File: config.mk
export PLATFORM = sky130hd
export DESIGN_NAME = mon_serial_port
export DESIGN_NICKNAME = d
export VERILOG_FILES = /design/src/rtl/mon_pkg.sv /design/src/rtl/mon_baud.sv /design/src/rtl/mon_rx.sv /design/src/rtl/mon_tx.sv /design/src/rtl/mon_serial_port.sv
export SDC_FILE = /design/constraint.sdc
export NUM_CORES = 1
export LEC_CHECK = 0
export BUFFER_PORTS_ARGS = -buffer_cell sky130_fd_sc_hd__buf_2
export CAP_MARGIN = 15
export CORE_UTILIZATION = 50
export DETAILED_ROUTE_END_ITERATION = 12
export GPL_TIMING_DRIVEN = 0
export HOLD_SLACK_MARGIN = 0.03
export PLACE_DENSITY_LB_ADDON = 0.25
export SYNTH_ARGS = -nofsm -noshare
export SYNTH_HDL_FRONTEND = slang
export SYNTH_HIERARCHICAL = 1
export SYNTH_SLANG_ARGS = --single-unit
File: constraint.sdc
create_clock -name clk -period 3.3 [get_ports clk]
set_input_delay 0.165 -clock clk [delete_from_list [all_inputs] [get_ports clk]]
set_output_delay 0.165 -clock clk [all_outputs]
set_load 0.02 [all_outputs]
File: src/rtl/mon_pkg.sv
package mon_pkg;
  localparam int DATA_BITS  = 8;
  localparam int FRAME_BITS = DATA_BITS + 2;
  localparam int BRK_HIGH   = 2;
  localparam int BRK_LOW    = DATA_BITS + 2;
  localparam int TX_SLOTS   = BRK_HIGH + BRK_LOW;
  localparam int SLOT_W     = $clog2(TX_SLOTS + 1);
  localparam int IDX_W      = $clog2(DATA_BITS);

  typedef enum logic [1:0] {
    RX_IDLE,
    RX_START,
    RX_DATA,
    RX_STOP
  } rx_state_t;
endpackage

File: src/rtl/mon_baud.sv
module mon_baud #(
  parameter int DIV_HI = 1024,
  parameter int DIV_LO = 512,
  parameter int CW     = $clog2(DIV_HI + 1)
) (
  input  logic          clk,
  input  logic          rst_n,
  input  logic          mode_enter,
  input  logic          strap_hi,
  input  logic          force_hi,
  output logic [CW-1:0] period
);
  logic sel_hi;

  // Strap and override are captured only on mode entry.
  always_ff @(posedge clk or negedge rst_n) begin
    if (!rst_n)          sel_hi <= 1'b1;
    else if (mode_enter) sel_hi <= strap_hi | force_hi;
  end

  assign period = sel_hi ? CW'(DIV_HI) : CW'(DIV_LO);
endmodule

File: src/rtl/mon_rx.sv
module mon_rx
  import mon_pkg::*;
#(
  parameter int CW = 11
) (
  input  logic                 clk,
  input  logic                 rst_n,
  input  logic                 en,
  input  logic                 line,
  input  logic [CW-1:0]        period,
  output logic                 byte_done,
  output logic [DATA_BITS-1:0] byte_data,
  output logic                 brk,
  output logic                 ferr,
  output logic                 idle
);
  rx_state_t            state;
  logic [CW-1:0]        cnt;
  logic [IDX_W-1:0]     bit_i;
  logic [DATA_BITS-1:0] shreg;
  logic                 line_q;
  logic [CW-1:0]        half;
  logic                 bit_end;

  assign half      = period >> 1;
  assign bit_end   = (cnt == period - CW'(1));
  assign idle      = (state == RX_IDLE);
  assign byte_data = shreg;

  always_ff @(posedge clk or negedge rst_n) begin
    if (!rst_n) begin
      state     <= RX_IDLE;
      cnt       <= '0;
      bit_i     <= '0;
      shreg     <= '0;
      line_q    <= 1'b1;
      byte_done <= 1'b0;
      brk       <= 1'b0;
      ferr      <= 1'b0;
    end else begin
      byte_done <= 1'b0;
      brk       <= 1'b0;
      ferr      <= 1'b0;
      line_q    <= line;
      if (!en) begin
        state <= RX_IDLE;
        cnt   <= '0;
      end else begin
        unique case (state)
          RX_IDLE: begin
            if (line_q && !line) begin
              state <= RX_START;
              cnt   <= '0;
            end
          end
          RX_START: begin
            if (cnt == half - CW'(1)) begin
              cnt <= '0;
              if (!line) begin
                state <= RX_DATA;
                bit_i <= '0;
              end else begin
                state <= RX_IDLE;
              end
            end else begin
              cnt <= cnt + CW'(1);
            end
          end
          RX_DATA: begin
            if (bit_end) begin
              cnt   <= '0;
              shreg <= {line, shreg[DATA_BITS-1:1]};
              if (bit_i == IDX_W'(DATA_BITS - 1)) state <= RX_STOP;
              else bit_i <= bit_i + IDX_W'(1);
            end else begin
              cnt <= cnt + CW'(1);
            end
          end
          RX_STOP: begin
            if (bit_end) begin
              cnt   <= '0;
              state <= RX_IDLE;
              if (line)            byte_done <= 1'b1;
              else if (shreg == 0) brk       <= 1'b1;
              else                 ferr      <= 1'b1;
            end else begin
              cnt <= cnt + CW'(1);
            end
          end
          default: state <= RX_IDLE;
        endcase
      end
    end
  end
endmodule

File: src/rtl/mon_tx.sv
module mon_tx
  import mon_pkg::*;
#(
  parameter int CW = 11
) (
  input  logic                 clk,
  input  logic                 rst_n,
  input  logic [CW-1:0]        period,
  input  logic                 start_byte,
  input  logic [DATA_BITS-1:0] byte_in,
  input  logic                 start_brk,
  output logic                 busy,
  output logic                 line_out
);
  logic [TX_SLOTS-1:0] shreg;
  logic [SLOT_W-1:0]   left;
  logic [CW-1:0]       cnt;

  // Frame: start 0, data LSB first, stop 1; padded high to the slot width.
  localparam int PAD = TX_SLOTS - FRAME_BITS;

  always_ff @(posedge clk or negedge rst_n) begin
    if (!rst_n) begin
      shreg <= '1;
      left  <= '0;
      cnt   <= '0;
      busy  <= 1'b0;
    end else if (start_brk) begin
      shreg <= {{BRK_LOW{1'b0}}, {BRK_HIGH{1'b1}}};
      left  <= SLOT_W'(TX_SLOTS);
      cnt   <= '0;
      busy  <= 1'b1;
    end else if (start_byte) begin
      shreg <= {{PAD{1'b1}}, 1'b1, byte_in, 1'b0};
      left  <= SLOT_W'(FRAME_BITS);
      cnt   <= '0;
      busy  <= 1'b1;
    end else if (busy) begin
      if (cnt == period - CW'(1)) begin
        cnt   <= '0;
        shreg <= {1'b1, shreg[TX_SLOTS-1:1]};
        left  <= left - SLOT_W'(1);
        if (left == SLOT_W'(1)) busy <= 1'b0;
      end else begin
        cnt <= cnt + CW'(1);
      end
    end
  end

  assign line_out = busy ? shreg[0] : 1'b1;
endmodule

File: src/rtl/mon_serial_port.sv
module mon_serial_port
  import mon_pkg::*;
#(
  parameter int DIV_HI = 1024,
  parameter int DIV_LO = 512
) (
  input  logic       clk,
  input  logic       rst_n,
  input  logic       mode_enter,
  input  logic       strap_hi,
  input  logic       force_hi,
  input  logic       line_in,
  output logic       line_oe,
  output logic       line_out,
  output logic       rx_valid,
  input  logic       rx_ready,
  output logic [7:0] rx_data,
  input  logic       tx_valid,
  output logic       tx_ready,
  input  logic [7:0] tx_data,
  output logic       brk_seen,
  output logic       frame_err
);
  localparam int CW   = $clog2(DIV_HI + 1);
  localparam int SYNC = 2;

  logic [CW-1:0]        period;
  logic [SYNC-1:0]      sync_q;
  logic                 line_s;
  logic                 rx_done, rx_brk, rx_ferr, rx_idle;
  logic [DATA_BITS-1:0] rx_byte;
  logic                 tx_busy, tx_go;

  mon_baud #(.DIV_HI(DIV_HI), .DIV_LO(DIV_LO), .CW(CW)) baud_i (
    .clk(clk), .rst_n(rst_n), .mode_enter(mode_enter),
    .strap_hi(strap_hi), .force_hi(force_hi), .period(period)
  );

  always_ff @(posedge clk or negedge rst_n) begin
    if (!rst_n) sync_q <= '1;
    else        sync_q <= {sync_q[SYNC-2:0], line_in};
  end
  assign line_s = sync_q[SYNC-1];

  mon_rx #(.CW(CW)) rx_i (
    .clk(clk), .rst_n(rst_n), .en(!tx_busy), .line(line_s), .period(period),
    .byte_done(rx_done), .byte_data(rx_byte), .brk(rx_brk), .ferr(rx_ferr),
    .idle(rx_idle)
  );

  assign tx_ready = !tx_busy && rx_idle && !rx_brk;
  assign tx_go    = tx_valid && tx_ready;

  mon_tx #(.CW(CW)) tx_i (
    .clk(clk), .rst_n(rst_n), .period(period), .start_byte(tx_go),
    .byte_in(tx_data), .start_brk(rx_brk), .busy(tx_busy), .line_out(line_out)
  );

  // Received-byte holding stage: a held byte wins over a newer one.
  always_ff @(posedge clk or negedge rst_n) begin
    if (!rst_n) begin
      rx_valid <= 1'b0;
      rx_data  <= '0;
    end else begin
      if (rx_valid && rx_ready) rx_valid <= 1'b0;
      if (rx_done && (!rx_valid || rx_ready)) begin
        rx_valid <= 1'b1;
        rx_data  <= rx_byte;
      end
    end
  end

  assign line_oe   = tx_busy;
  assign brk_seen  = rx_brk;
  assign frame_err = rx_ferr;
endmodule

* Word-level counts from Yosys, hierarchy flattened
Cells that the tools add are included.
** Word-level totals
- Register bits :: 68
- Input port bits :: 16
- Output and inout port bits :: 14
- Word-level logic and storage cells :: 116
** Cells by class
- Add/subtract/negate cells :: 6
- Eq/ne operators :: 17
- Muxes and demuxes :: 53
- Bitwise operators :: 2
- Reduce and logical (&&, ||, !) cells :: 22
** Operator list (count)
- two-way mux 11 bit :: 9
- two-way mux 12 bit :: 4
- equality test 11 bit :: 3
- case mux 11 bit (3 select lines) :: 1
- adder 11 x 1 -> 11 bit (second input constant) :: 2
- two-way mux 1 bit :: 22
- two-way mux 4 bit :: 4
- inequality test 3 x 1 -> 1 bit (second input constant) :: 5
- two-way mux 2 bit :: 7
- two-way mux 3 bit :: 4
- subtractor 10 x 1 -> 11 bit (second input constant) :: 1
- subtractor 11 x 1 -> 11 bit (second input constant) :: 1
- zero test 8 bit :: 1
- case mux 2 bit (4 select lines) :: 1
- logical AND 1 bit :: 6
- case mux 3 bit (2 select lines) :: 1
- AND reduction 6 bit :: 1
- nonzero test 3 bit :: 2
- AND reduction 5 bit :: 1
- equality test 2 bit (second input constant) :: 2
- equality test 4 x 1 -> 1 bit (second input constant) :: 1
- zero test 1 bit :: 4
- inequality test 2 x 1 -> 1 bit (second input constant) :: 2
- inequality test 2 bit (second input constant) :: 2
- other kinds (12) :: 13

* Logic depth before layout (Yosys ltp)
- Depth after elaboration :: 7
- Depth in mapped cells :: 12
- Depth with buffers taken out :: 10

* Hierarchy
The synthesis kept the hierarchy.
** By module, submodules not included
- mon_rx :: instances 1, cells each 275, area each 2426.1 µm², sequential area each 701.9 µm²
- mon_tx :: instances 1, cells each 215, area each 1911.8 µm², sequential area each 715.7 µm²
- mon_serial_port :: instances 1, cells each 25, area each 447.9 µm², sequential area each 277.8 µm²
- mon_baud :: instances 1, cells each 15, area each 118.9 µm², sequential area each 26.3 µm²

* Least setup slack after synthesis
OpenSTA, ideal clock, no wires.
- Path type :: flip-flop to flip-flop
- From :: register rx_i.cnt[3]
- To :: register rx_i.shreg[0], in the netlist rx_i/byte_data[0]
- Setup time :: 0.125 ns
- Arrival :: 2.572 ns
- Required time :: 3.175 ns
- Slack :: 0.603 ns
- Stages on the path, launching flop included :: 9
- Buffers on the path :: 1
- Clock period less this slack :: 2.697 ns
- Cells stage by stage :: dfrtp_1 > clkbuf_1 > xor3_1 > o22ai_1 > o21ai_1 > nor4b_4 > and2_4 > nor3b_4 > mux2_2
** Between the ends
- Longest elaborated chain between the ends :: 2
** RTL lines
- start, declared :: line mon_rx.sv:18 : logic [CW-1:0] cnt;
- start signal, assigned :: line mon_rx.sv:66 : cnt <= cnt + CW'(1);
- start signal, assigned :: line mon_rx.sv:76 : cnt <= cnt + CW'(1);
- start signal, assigned :: line mon_rx.sv:87 : cnt <= cnt + CW'(1);
- equality test 11 bit :: line mon_rx.sv:26 : assign bit_end = (cnt == period - CW'(1));
- AND reduction 3 bit (no source line)
- end signal, assigned :: line mon_rx.sv:72 : shreg <= {line, shreg[DATA_BITS-1:1]};
- end, declared :: line mon_rx.sv:20 : logic [DATA_BITS-1:0] shreg;
Every way passes these cells.
A chain may end at the register's enable or synchronous reset.

* Final worst setup path
- From :: register rx_i.cnt[3]
- To :: register rx_i.shreg[5], in the netlist rx_i/byte_data[5]
The elaborated chain is that of the path after synthesis.

==> summary.log <==
[pwr] combinational fraction of design power 26.2%
[drt] drt first-iter violations 288
[drt] via count 4164
[yosys] number of synthesized register bits 68
[sta] measured slew at the worst slew-check pin 0.860 ns
[global_route] first-pass GRT wire length 18.6 mm
[drt] Detail Route Antenna Nets 0
[drt] average detailed-routed wire length per instance 15.3 um
[pwr] clock share of power 30.1%
[sta] achievable clock frequency 323 MHz
[cts] clock transition at the register clock pins on the worst setup and hold paths after CTS 0.08 ns
[sta] final critical-path share of the clock period 94.0%
[global_route] number of global-route vias before repair 3963
[die] total die area 0.0102 mm^2
[sta] relative slew slack 42.7%
[cts] count of instances resized after the clock tree is built 0
[run] Max Cap Viol 0
[hold_path] start point of the worst hold path strap_hi
[global_route] total gr overflow 0
[cts] root buf cell clkbuf_8
[pwr] reported net switching power 772 uW
[final_layout] Inserted Diodes 0
[die] number of top-level design ports 30
[final_layout] most frequent cells in the layout 52 x dfrtp_1, 46 x nor2_1, 42 x nand2_1, 32 x buf_2, 24 x inv_1
[setup_path] Crit Path Class reg2reg
[final_layout] most common cell after layout, fill and taps aside dfrtp_1
[setup_path] worst-path fanout max 10
[cts] Clk Latency, worst-skew pair 0.34 ns
[placement] GP Congestion 0.862
[sta] count of final hold-check violations 0
[sta] Setup Viol. Count Final 0
[pwr] internal power contribution 1.75 mW
[die] starting density of the core 52.3%
[die] die width 101 um
[sta] clock tree skew after final layout 0.0115 ns
[global_route] initial antenna violation count 0
[pwr] maximum vdd drop 0.412 mV
[sta] Max Transition Viols Final 0
[final_layout] net count of the finished layout 607
[setup_path] CP max-delay cell xor3_1
[global_route] Global Route Usage Sum 22.9%
[die] site row count 35
[yosys] Syn Inst Count 530
[final_layout] Final Cell Area 0.00552 mm^2
[setup_path] reg2reg start rx_i/cnt[3]
[yosys] count of cell types in the netlist 80
[pwr] switching fraction of total power 30.7%
[setup_path] maximum single-stage delay on the critical path 0.49 ns
[global_route] pin count of the biggest net entering global routing 69
[pwr] power density of the placed cells 456 mW/mm^2
[sta] worst path setup slack after routing 0.199 ns
[pwr] part of the total power dissipated in sequential elements 43.7%
[yosys] number of synthesized flops with an enable pin 0
[pwr] leakage power of the design 2.48 nW
[setup_path] Cell Chain, Critical Path clkbuf_1 -> xor3_1 -> o22ai_1 -> o21ai_1 -> nor4b_4 -> and2_4 -> nor3b_4 -> buf_12 -> mux2_2
[hold_path] type of the tightest min-delay check in2reg
[yosys] sequential fraction of the synthesis area 35.1%
[drt] via/cell ratio 5.82
[drt] total routed wirelength 11.0 mm
[cts] CTS Sinks 68
[cts] Clock Tree Buf Depth 2
[run_status] outcome complete, no violations
[setup_path] crit end category flop
[setup_path] data arrival at the endpoint of the critical path 3.32 ns
[final_layout] ratio of cells with drive above 1 in the final layout 21.8%
[drt] 1st-pass router iterations 5
[cts] CTS H-tree depth 3
[setup_path] Critical Path RT 3.52 ns
[sta] Setup Total Neg Slack 0 ns
[yosys] most used flip-flop cell after synthesis dfrtp_1
[final_layout] area growth from synthesis to final layout 12.5%
[yosys] Yosys warnings 6
[yosys] average cell area after synthesis 9.25 um^2
[placement] number of buffers inserted by port buffering 29
[die] Std-Cell Core Area 0.00937 mm^2
[yosys] fraction of registers with async set or reset after synthesis 100%
[final_layout] final core occ 58.9%
[cts] cts bufs inserted 9
[sta] setup repair after global routing missed its margin no
[setup_path] first element of the critical path rx_i/cnt[3]
[placement] placed standard-cell area 0.00524 mm^2
[setup_path] sort of element at the start of the critical path flop
[placement] DP HPWL 7.83 mm
[sta] Final Critical Period 3.10 ns
[cts] CTS tree done
[die] Vert. Die Dim 101 um
[placement] post-placement setup slack 0.156 ns
[yosys] cell area after synthesis 0.00490 mm^2
[drt] remaining design rule violation count 0
## metrics by stage
stage	power [mW]	instances	hold slack (ns)
after global routing	2.66	716	0.0648
after CTS	2.52	715	0.0471
after floorplan	1.60	538	-0.131
final	2.52	716	0.0658
after global placement	1.72	696	0.275
after detailed placement	1.75	696	0.274
## repair_timing
action | in CTS | in global routing
hold buffers | 3 | 0
setup endpoints to repair | 0 | 8
setup buffers | 0 | 1
endpoints found under the hold margin | 54 | 0
## power by group through the flow
stage	Combinational, mW	Clock, mW	Sequential [mW]
after global routing	0.735	0.811	1.12
after CTS	0.639	0.777	1.10
after detailed placement	0.632	0	1.11
final	0.660	0.757	1.10
after global placement	0.609	0	1.11
after floorplan	0.519	0	1.08
## path summary, 6_finish.rpt
path / endpoint / slack, ns / depth (start not counted)
worst max register to register: rx_i/byte_data[5] / 0.20 / 9
worst min register to register: sync_q[1] / 0.36 / 0
worst max-delay path: rx_i/byte_data[5] / 0.20 / 9
min in group asynchronous: tx_i/left[0] / 0.49 / 2
max in group asynchronous: rx_i/byte_data[2] / 2.25 / 2
worst min-delay path: baud_i/sel_hi / 0.07 / 3
## layer usage
layer / GRT usage [%] / share of wire (%) / up-vias
met4: 6.47 / 1.2 / 0
li1: - / - / 1997
met1: 30.8 / 46 / 2003
met3: 3.88 / 5.4 / 18
met5: 0 / 0 / -
met2: 37.8 / 48 / 146
## logic make-up (layout without fill, tap and decap cells)
| group | Yosys count | after routing | share of synthesized area, % |
|---|---|---|---|
| adders and majority gates | 9 | 9 | 2.30 |
| and+or+nand+nor | 217 | 217 | 25.8 |
| DFF | 68 | 68 | 35.1 |
| buffers and inverters | 62 | 111 | 6.30 |
| muxes | 28 | 28 | 7.35 |
| xor gates and xnor gates | 39 | 39 | 7.27 |
| other | 1 | 9 | 0.0765 |
| AOI/OAI and AO/OA | 106 | 106 | 15.8 |
## cell type report
class	instances	area, um^2
plain buffers	38	219
fillers	843	3850
repair buffers	33	198
flip-flops and latches	68	1720
multi-input cells	408	2900
clock inverters	6	87.6
clock buffers	10	138
well taps	129	161
inverters	24	90.1
## registers in the layout, summed over array words and instances (netlist names)
register and count:
rx_i/byte_done 1, rx_i/ferr 1, rx_i/line_q 1, rx_valid 1, tx_i/shreg 12, rx_i/cnt 11
rx_i/byte_data 8, tx_i/left 4, rx_data 8, tx_i/busy 1, rx_i/brk 1, tx_i/cnt 11
rx_i/state 2, rx_i/bit_i 3, baud_i/sel_hi 1, sync_q 2
## synthesized netlist by cell type (all sizes together) (6+ instances only)
master | count | area (um^2)
and3 | 16 | 105
dfstp | 16 | 420
nor3b | 7 | 63.8
buf | 20 | 151
nor3 | 15 | 100
or3 | 7 | 43.8
nand2b | 15 | 101
o32ai | 8 | 70.1
and2 | 6 | 40.0
a21oi | 19 | 95.1
o21ai | 23 | 115
clkbuf | 18 | 67.6
xnor2 | 20 | 175
mux2 | 25 | 330
dfrtp | 52 | 1300
xor2 | 18 | 158
nor2b | 7 | 43.8
nor2 | 46 | 173
nand2 | 43 | 169
nand3 | 16 | 85.1
nor4 | 13 | 111
inv | 24 | 90.1
ha | 9 | 113
a31oi | 8 | 50.1
## critical path, delay by kind of cell, from the launching register on
kind | cells | cell delay, ns
mux | 1 | 0.33
buf+inv | 2 | 0.50
flops | 1 | 0.33
compound gates | 2 | 0.38
xor+xnor | 1 | 0.49
simple gates | 3 | 0.95
Power figures use the tool's default switching activity.
